### src/rtl/npc_pkg.sv
package npc_pkg;
   typedef enum logic [1:0] {
      NPC_SEQ = 2'd0,
      NPC_BR  = 2'd1,
      NPC_JR  = 2'd2,
      NPC_JMP = 2'd3
   } npc_src_e;
endpackage

### src/rtl/npc_sel_decode.sv
module npc_sel_decode
   import npc_pkg::*;
(
   input  logic [1:0] bs,
   input  logic       ps,
   input  logic       zero,
   output npc_src_e   src
);
   logic cond_hit;
   assign cond_hit = ps ^ zero;
   assign src = npc_src_e'({bs[1], bs[0] & (bs[1] | cond_hit)});
endmodule

### src/rtl/npc_mux.sv
module npc_mux
   import npc_pkg::*;
#(
   parameter int W = 32
) (
   input  npc_src_e     src,
   input  logic [W-1:0] inc,
   input  logic [W-1:0] br,
   input  logic [W-1:0] jr,
   output logic [W-1:0] nxt
);
   always_comb begin
      case (src)
         NPC_SEQ: nxt = inc;
         NPC_JR:  nxt = jr;
         default: nxt = br;
      endcase
   end
endmodule

### src/rtl/npc_pc_reg.sv
module npc_pc_reg #(
   parameter int           W       = 32,
   parameter logic [W-1:0] RST_VAL = '0
) (
   input  logic         clk,
   input  logic         rst,
   input  logic         hold,
   input  logic [W-1:0] d,
   output logic [W-1:0] q
);
   always_ff @(posedge clk) begin
      if (rst)       q <= RST_VAL;
      else if (!hold) q <= d;
   end
endmodule

### src/rtl/npc_selector.sv
module npc_selector
   import npc_pkg::*;
#(
   parameter int              PC_W           = 32,
   parameter logic [PC_W-1:0] RST_PC         = '0,
   parameter bit              FLUSH_ON_TAKEN = 1'b1
) (
   input  logic            clk,
   input  logic            rst,
   input  logic            stall,
   input  logic [1:0]      bs,
   input  logic            ps,
   input  logic            zero,
   input  logic [PC_W-1:0] br_addr,
   input  logic [PC_W-1:0] jr_addr,
   input  logic [PC_W-1:0] pc_inc,
   output logic [PC_W-1:0] next_pc,
   output logic [1:0]      pc_sel,
   output logic [PC_W-1:0] pc_q,
   output logic            flush
);
   if (PC_W < 2 || PC_W > 64) begin : g_bad_width
      $error("npc_selector: PC_W must lie in 2..64");
   end

   npc_src_e src;

   npc_sel_decode u_dec (
      .bs   (bs),
      .ps   (ps),
      .zero (zero),
      .src  (src)
   );

   npc_mux #(.W(PC_W)) u_mux (
      .src (src),
      .inc (pc_inc),
      .br  (br_addr),
      .jr  (jr_addr),
      .nxt (next_pc)
   );

   npc_pc_reg #(.W(PC_W), .RST_VAL(RST_PC)) u_pc (
      .clk  (clk),
      .rst  (rst),
      .hold (stall),
      .d    (next_pc),
      .q    (pc_q)
   );

   assign pc_sel = src;

   if (FLUSH_ON_TAKEN) begin : g_squash
      assign flush = (src != NPC_SEQ) & ~stall;
   end else begin : g_delay_slot
      assign flush = 1'b0;
   end
endmodule

### config.mk
export PLATFORM = sky130hd
export DESIGN_NAME = npc_selector
export DESIGN_NICKNAME = d
export VERILOG_FILES = /design/src/rtl/npc_pkg.sv /design/src/rtl/npc_sel_decode.sv /design/src/rtl/npc_mux.sv /design/src/rtl/npc_pc_reg.sv /design/src/rtl/npc_selector.sv
export SDC_FILE = /design/constraint.sdc
export NUM_CORES = 1
export LEC_CHECK = 0
export BUFFER_PORTS_ARGS = -buffer_cell sky130_fd_sc_hd__buf_4
export CAP_MARGIN = 20
export CORE_MARGIN = 2
export CORE_UTILIZATION = 48
export CTS_CLUSTER_DIAMETER = 200
export DETAILED_ROUTE_END_ITERATION = 16
export GPL_ROUTABILITY_DRIVEN = 0
export PLACE_DENSITY = 0.88
export SYNTH_ARGS = -nofsm -noshare
export SYNTH_HDL_FRONTEND = slang
export SYNTH_SLANG_ARGS = --single-unit
### constraint.sdc
create_clock -name clk -period 2.1 [get_ports clk]
set_input_delay 0.105 -clock clk [delete_from_list [all_inputs] [get_ports clk]]
set_output_delay 0.105 -clock clk [all_outputs]
set_load 0.005 [all_outputs]
==> impl_metrics.json, run 1 <==
{
  "end_kind": "output pin",
  "cap_violations": 0,
  "total_leakage_power_uw": 0.00205,
  "fin_skew_ns": 0,
  "top_register": "u_pc.q",
  "synth-seq-cells": 32,
  "crit_fanout": 47,
  "grt_max_degree": 68,
  "drt_iter0_drc": 100,
  "powerDensity_nw_per_um2": 499,
  "drc": 0,
  "arrival_ns": 1.48,
  "finalSetupViolCount": 0,
  "die_width_um": 80.3,
  "drt.antenna.violating_nets": 0,
  "hold_buffers": 0,
  "start_util_pct": 50.1,
  "die-area_um2": 6450,
  "clk_pin_slew_ns": 0.06,
  "cts_tree": "done",
  "cts_setup_buffers": 0,
  "area_growth_pct": 49.9,
  "cp_cell_sequence": "buf_4 -> buf_12 -> mux2_2 -> a2bb2oi_1 -> nand2_1 -> buf_4",
  "reg_top3": "u_pc.q x32",
  "synthCells": 325,
  "n_fill_cell": 424,
  "slew_headroom_pct": 59.6,
  "cp-start-kind": "primary input",
  "core_um2": 5570,
  "grt_usage_pct": 26.6,
  "worstMarginPinSlew_ns": 0.606,
  "avgRoutedWirePerCell_um": 16.1,
  "layout_min_cycle_time_ns": 1.58,
  "cts-root-buf": "clkbuf_8",
  "port_buffers": 169,
  "slowest_delay_ns": 0.36,
  "critPathKind": "primary input to output pin",
  "rsz0062_at_grt": "false",
  "worst_path_most_repeated_cell": "buf_4",
  "cts.path.max_buffers": 2,
  "fin_nets": 578,
  "synthesis.area_um2": 2790,
  "cts_max_level": 2,
  "syn_nets": 428,
  "viasPerCell": 5.54,
  "vias": 3038,
  "min_period_over_period_pct": 75.4,
  "grt_remaining_overflow": 0,
  "largest_reg_flops": 32,
  "drt-total-wl_um": 8820,
  "crit_slowest_cell": "mux2_2",
  "hold_viol": 0,
  "fin_tns_setup_ns": 0,
  "ys_types": 18,
  "slew_viol_final": 0,
  "peakVddDrop_mv": 0.359,
  "yosysWarnings": 0,
  "antenna_found_initial": 0,
  "clkSinkCount": 32,
  "min-delay-path-class": "primary input to flip-flop",
  "dr.pass1.iters": 4,
  "drive_gt1_share_pct": 51.7,
  "seq_area_frac_synth_pct": 22.9,
  "row_count": 27,
  "die_h_um": 80.3,
  "rrSetupSlack_ns": 1.36,
  "status": "completed",
  "synth.avg_cell_area_um2": 8.60,
  "clk_latency_ns": 0.28,
  "antenna_cells": 0,
  "grt_first_pass_wirelength_um": 13600,
  "cts_buffers": 5,
  "crit_required_ns": 2.00,
  "postLayoutCoreUtil_pct": 75.1,
  "clock.fmax_mhz": 632,
  "io_pins": 170,
  "place_hpwl_um": 6590,
  "cts-resized-gates": 0,
  "first_global_vias": 3002
}
cell type report:
cell class                      count  area (um2)  area share (%)
Sequential cell                    32         641            15.3
Clock buffer                        8        90.1            2.15
Inverter                            1        3.75          0.0896
Timing Repair Buffer              174        1360            32.4
Multi-Input combinational cell    261        2010            47.9
Tap cell                           72        90.1            2.15
critical path: cells and delay by family:
family,cells,cell delay (ns)
AO/OA/AOI/OAI,1,0.22
AND/OR/NAND/NOR,1,0.09
buffers and inverters,3,0.67
multiplexers,1,0.36
metal layers:
layer | wire, um | share of wire [%] | track usage [%] | vias up
li1 | - | - | - | 1480
met1 | 3270 | 37 | 27.6 | 1411
met2 | 4670 | 53 | 50.6 | 131
met3 | 715 | 8.1 | 7.75 | 16
met4 | 159 | 1.8 | 8.47 | 0
met5 | 0 | 0 | 0 | -
logic make-up (layout without fill, tap and decap cells):
family	after synthesis	in the layout	synth area share [%]
xor+xnor	2	2	0.896
compound gates	66	66	20.5
flops	32	32	22.9
mux	64	64	29.8
simple gates	129	129	20.2
buf+inv	32	183	5.64
cells in the final DEF, fill, tap and decap left out:
cell type	n
xnor2_4	1
buf_4	170
buf_12	4
nand2_1	64
mux2_4	30
a2bb2oi_1	32
mux2_2	34
o21a_1	1
a21oi_1	1
nand2b_1	32
nor2_1	33
clkbuf_1	2
a311oi_1	32
xor2_1	1
dfxtp_1	32
inv_2	1
clkbuf_8	6
power breakdown:
group          switching, uW  internal, uW  total, uW
clock                    223           267        491
combinational            371           541        912
sequential              27.5           659        687
cells in the mapped netlist:
master	number	area, um2
nand2_1	64	240
mux2_2	34	383
nor2_1	33	124
a2bb2oi_1	32	280
a311oi_1	32	280
dfxtp_1	32	641
nand2b_1	32	200
mux2_4	30	450
clkbuf_1	17	63.8
buf_2	9	45.0
buf_6	3	33.8
a21oi_1	1	5.00
buf_1	1	3.75
buf_4	1	7.51
inv_2	1	3.75
o21a_1	1	7.51
xnor2_2	1	16.3
xor2_1	1	8.76
final timing paths:
kind	from	endpoint	cells after the start
worst max-delay path	bs[0]	next_pc[23]	6
worst min-delay path	stall	u_pc.q[22]	4
worst max register to register	u_pc.q[10]	u_pc.q[10]	2
worst min register to register	u_pc.q[17]	u_pc.q[17]	2
through the flow:
step,power [uW],instances,instance area [um2],hold WS [ns],setup slack (ns)
after global routing,2200,548,4190,0.259,0.421
after global placement,1580,540,4100,0.457,0.603
after detailed placement,1610,540,4100,0.465,0.534
after floorplan,1170,325,2790,0.177,0.876
final,2090,548,4190,0.236,0.517
after CTS,2100,548,4190,0.227,0.526
(Power assumes the default switching activity.)
==> run 2: changes to the inputs <==
--- a/config.mk
+++ b/config.mk
@@ -8,11 +8,11 @@
 export BUFFER_PORTS_ARGS = -buffer_cell sky130_fd_sc_hd__buf_4
 export CAP_MARGIN = 20
 export CORE_MARGIN = 2
-export CORE_UTILIZATION = 48
+export CORE_UTILIZATION = 40
 export CTS_CLUSTER_DIAMETER = 200
 export DETAILED_ROUTE_END_ITERATION = 16
 export GPL_ROUTABILITY_DRIVEN = 0
-export PLACE_DENSITY = 0.88
+export PLACE_DENSITY = 0.78
 export SYNTH_ARGS = -nofsm -noshare
 export SYNTH_HDL_FRONTEND = slang
 export SYNTH_SLANG_ARGS = --single-unit
==> constraint.sdc (replaced) <==
create_clock -name clk -period 1.33 [get_ports clk]
set_input_delay 0.0665 -clock clk [delete_from_list [all_inputs] [get_ports clk]]
set_output_delay 0.0665 -clock clk [all_outputs]
set_load 0.005 [all_outputs]
==> impl_metrics.json, run 2 (same netlist as run 1, synthesis figures left out) <==
{
  "wl_met2_um": 4380,
  "finalInstanceArea_um2": 4400,
  "fin_tns_setup_ns": 0,
  "critPathKind": "primary input to output pin",
  "row_count": 30,
  "die-area_um2": 7670,
  "cts_tree": "done",
  "cts-root-buf": "clkbuf_8",
  "m1WireLength_um": 3500,
  "cap_violations": 0,
  "drc": 0,
  "drt_iter0_drc": 81,
  "antenna_cells": 0,
  "crit_fanout": 25,
  "vias": 2995,
  "fin_nets": 586,
  "grt_max_degree": 65,
  "combinationalPowerShare_pct": 44.4,
  "hold_end": "u_pc.q[11]",
  "cp-start-kind": "primary input",
  "worstRegToRegCells": 2,
  "internal_power_uw": 2360,
  "end_kind": "output pin",
  "regArea_um2": 641,
  "place_hpwl_um": 6280,
  "topRoutingLayerUsed": "met4",
  "multiInputGateArea_um2": 2060,
  "dpl-instance-area_um2": 4220,
  "status": "completed",
  "fin_skew_ns": 0,
  "viasPerCell": 5.16,
  "rsz0062_at_grt": "true",
  "min-delay-path-class": "primary input to flip-flop",
  "drt.antenna.violating_nets": 0,
  "hold_viol": 0,
  "rrSetupSlack_ns": 0.54,
  "p_sw_share_pct": 30.1,
  "port_buffers": 169,
  "arrival_ns": 1.19,
  "switchingPower_uw": 1020,
  "route.met3.wl_um": 607,
  "peakVddDrop_mv": 0.354,
  "io_pins": 170,
  "clkSinkCount": 32,
  "layout_commonest_cell": "buf_4",
  "cts_max_level": 2,
  "r2r-end": "u_pc.q[14]",
  "slew_viol_final": 0,
  "worstMarginPinSlew_ns": 0.451,
  "clock.fmax_mhz": 797,
  "reg_top3": "u_pc.q x32",
  "drt-total-wl_um": 8630,
  "start_util_pct": 41.1,
  "die_h_um": 87.6,
  "powerDensity_nw_per_um2": 767,
  "slew_headroom_pct": 69.9,
  "hold_depth": 4,
  "total_leakage_power_uw": 0.00212,
  "final_cell_mix": "buf_4, nand2_1, mux2_2",
  "clk_pin_slew_ns": 0.07,
  "clk_latency_ns": 0.28,
  "pwr-share-seq_pct": 32.2,
  "first_global_vias": 2941,
  "hp-start": "br_addr[11]",
  "layout_min_cycle_time_ns": 1.25,
  "finalSetupViolCount": 0,
  "clock_power_share_pct": 23.5,
  "largest_reg_flops": 32,
  "grt_first_pass_wirelength_um": 13100,
  "cts.path.max_buffers": 2,
  "n_fill_cell": 573,
  "area_growth_pct": 57.6,
  "antenna_found_initial": 0,
  "avgRoutedWirePerCell_um": 14.9,
  "grt_remaining_overflow": 0,
  "min_period_over_period_pct": 94.4,
  "drive_gt1_share_pct": 54.8,
  "rr_startpoint": "u_pc.q[14]",
  "grt_usage_pct": 21.3,
  "top_register": "u_pc.q",
  "dr.pass1.iters": 4,
  "core_um2": 6790,
  "cts_buffers": 5,
  "crit_required_ns": 1.26,
  "die_width_um": 87.6
}
[run 2: cell types whose count changed in the layout (fill, tap and decap cells not counted), sizes merged]
cell / change
clkbuf: -1
clkinv: +2
buf: +7
[run 2: power by group through the flow]
stage	Combinational, uW	Sequential (uW)	Clock [uW]
final	1500	1090	793
after global routing	1630	1100	848
after CTS	1460	1090	816
after detailed placement	1460	1110	0
after global placement	1440	1100	0
after floorplan	745	1110	0
[run 2: worst max path at each step]
| stage | end | cells after the start | startpoint | slack, ns |
|---|---|---|---|---|
| after global placement | u_pc.q[20] | 5 | zero | 0.0006 |
| after detailed placement | u_pc.q[14] | 5 | zero | -0.04 |
| after global routing | next_pc[7] | 6 | bs[0] | -0.004 |
| after floorplan | u_pc.q[22] | 4 | zero | 0.14 |
| after CTS | next_pc[27] | 6 | bs[0] | 0.03 |
| final | next_pc[8] | 6 | bs[0] | 0.08 |
[run 2: cell type report]
cell class,instances,area share (%)
clock buffers,6,1.88
repair buffers,182,33.7
flip-flops and latches,32,14.5
inverters,1,0.0853
well taps,96,2.73
clock inverters,2,0.227
multi-input cells,261,46.9
[run 2: routing by layer]
| layer | up-vias | global-route usage (%) |
|---|---|---|
| li1 | 1488 | - |
| met1 | 1386 | 24.2 |
| met2 | 109 | 39.7 |
| met3 | 12 | 4.71 |
| met4 | 0 | 6.43 |
| met5 | - | 0 |
[run 2: timing repair]
item | CTS | global route
resized for setup | 0 | 12
buffers inserted | 0 | 0
hold buffers | 0 | 0
setup endpoints to repair | 0 | 30
[run 2: metrics by stage]
| stage | hold slack [ns] | power, uW | util, % | setup slack [ns] | instances |
|---|---|---|---|---|---|
| 2_1_floorplan | 0.139 | 1850 | - | 0.145 | 325 |
| 3_3_place_gp | 0.380 | 2540 | 62.1 | 0.000573 | 571 |
| 3_5_place_dp | 0.380 | 2570 | 62.1 | -0.0424 | 571 |
| 4_1_cts | 0.192 | 3370 | 63.4 | 0.0339 | 579 |
| 5_1_grt | 0.206 | 3570 | 64.8 | -0.00419 | 580 |
| 6_report | 0.197 | 3380 | 64.8 | 0.0751 | 580 |
[run 2: worst max-delay path, cell delays in order]
cell       delay [ns]
buf_6            0.15
buf_12           0.19
mux2_2           0.35
a2bb2oi_1        0.20
nand2_1          0.08
buf_4            0.14
==> run 3: changes to the inputs <==
--- a/config.mk
+++ b/config.mk
@@ -7,12 +7,13 @@
 export LEC_CHECK = 0
 export BUFFER_PORTS_ARGS = -buffer_cell sky130_fd_sc_hd__buf_4
 export CAP_MARGIN = 20
-export CORE_MARGIN = 2
+export CORE_MARGIN = 3
 export CORE_UTILIZATION = 40
 export CTS_CLUSTER_DIAMETER = 200
 export DETAILED_ROUTE_END_ITERATION = 16
 export GPL_ROUTABILITY_DRIVEN = 0
-export PLACE_DENSITY = 0.78
+export PLACE_DENSITY = 0.88
+export SETUP_SLACK_MARGIN = 0.2
 export SYNTH_ARGS = -nofsm -noshare
 export SYNTH_HDL_FRONTEND = slang
 export SYNTH_SLANG_ARGS = --single-unit
==> impl_metrics.json, run 3 (same netlist as run 1, synthesis figures left out) <==
{
  "cts_buffers": 5,
  "critPathKind": "primary input to output pin",
  "dr.pass1.iters": 4,
  "postLayoutCoreUtil_pct": 75.9,
  "cts_max_level": 2,
  "die_width_um": 89.6,
  "total_leakage_power_uw": 0.00231,
  "worstMarginPinSlew_ns": 0.416,
  "status": "completed",
  "finalSetupViolCount": 0,
  "top_register": "u_pc.q",
  "cp-start-kind": "primary input",
  "largest_reg_flops": 32,
  "cts-root-buf": "clkbuf_8",
  "grt_max_degree": 68,
  "rrSetupSlack_ns": 0.53,
  "place_hpwl_um": 7070,
  "clkSinkCount": 32,
  "layout_min_cycle_time_ns": 1.24,
  "vias": 3266,
  "row_count": 29,
  "crit_fanout": 8,
  "rsz0062_at_grt": "true",
  "grt_remaining_overflow": 0,
  "drt-total-wl_um": 10900,
  "io_pins": 170,
  "fin_skew_ns": 0,
  "antenna_found_initial": 0,
  "crit_required_ns": 1.26,
  "cap_violations": 0,
  "area_growth_pct": 78.4,
  "slew_headroom_pct": 72.3,
  "min-delay-path-class": "primary input to flip-flop",
  "start_util_pct": 42.5,
  "fin_nets": 601,
  "dpl-instance-area_um2": 4220,
  "antenna_cells": 0,
  "cts.path.max_buffers": 2,
  "grt_usage_pct": 25.0,
  "die_h_um": 89.6,
  "drt_iter0_drc": 141,
  "min_period_over_period_pct": 93.0,
  "drive_gt1_share_pct": 66.7,
  "clk_pin_slew_ns": 0.07,
  "cts_tree": "done",
  "slew_viol_final": 0,
  "end_kind": "output pin",
  "arrival_ns": 1.17,
  "final_cell_mix": "buf_4, buf_6, nor2_1",
  "hold_viol": 0,
  "drt.antenna.violating_nets": 0,
  "layout_commonest_cell": "buf_4",
  "reg_top3": "u_pc.q x32",
  "powerDensity_nw_per_um2": 763,
  "port_buffers": 169,
  "first_global_vias": 3338,
  "avgRoutedWirePerCell_um": 18.4,
  "clock.fmax_mhz": 809,
  "n_fill_cell": 447,
  "peakVddDrop_mv": 0.468,
  "clk_latency_ns": 0.27,
  "fin_tns_setup_ns": 0,
  "grt_first_pass_wirelength_um": 15700,
  "die-area_um2": 8020,
  "finalInstanceArea_um2": 4980,
  "fin_total_pwr_uw": 3800,
  "core_um2": 6570,
  "holdWs_ns": 0.211,
  "viasPerCell": 5.53,
  "drc": 0
}
==> run 3: changes by cell type in the layout (fill, tap and decap cells not counted), sizes merged <==
cell	delta
clkinv	-2
bufbuf	+1
buf	+15
==> run 3: area by class of cell <==
type | count | area [um2] | area share (%)
clock buffer | 7 | 96.3 | 1.93
inverter | 1 | 3.75 | 0.0753
multi-input combinational | 261 | 2300 | 46.2
sequential | 32 | 641 | 12.9
tap | 93 | 116 | 2.33
timing repair buffer | 197 | 1830 | 36.6
==> run 3: repair_timing <==
item                                    CTS  global route
pin swaps                                26             4
endpoints found under the setup margin   32            36
buffers inserted                          5             2
resized for setup                       106            13
gates cloned                              5             0
hold buffers                              0             0
==> run 3: final timing paths <==
path	startpoint	to	cells past startpoint
max	zero	next_pc[2]	7
min	br_addr[6]	u_pc.q[6]	4
max reg2reg	u_pc.q[29]	u_pc.q[29]	2
min reg2reg	u_pc.q[9]	u_pc.q[9]	2
==> run 3: worst max-delay path, stage by stage <==
cell	delay (ns)
buf_8	0.11
xnor2_4	0.20
buf_6	0.16
buf_12	0.14
mux2_4	0.32
nand2_2	0.09
buf_6	0.09
==> run 3: routing by layer <==
metal	vias up	GRT usage [%]	wire, um
li1	1530	-	-
met2	163	49.3	6030
met5	-	0	0
met3	24	4.65	735
met4	0	8.39	242
met1	1549	26.0	3890
==> run 3: where the power goes <==
group	switching [uW]	total, uW	internal [uW]
clock	354	815	461
sequential	46.1	1090	1040
combinational	761	1900	1140
total	1160	3800	2640
==> run 3: per-stage QoR <==
step | cells | worst slack (ns)
6_report | 591 | 0.0933
5_1_grt | 591 | 0.0548
4_1_cts | 589 | 0.111
3_5_place_dp | 572 | -0.106
3_3_place_gp | 572 | 0.00374
2_1_floorplan | 325 | 0.187
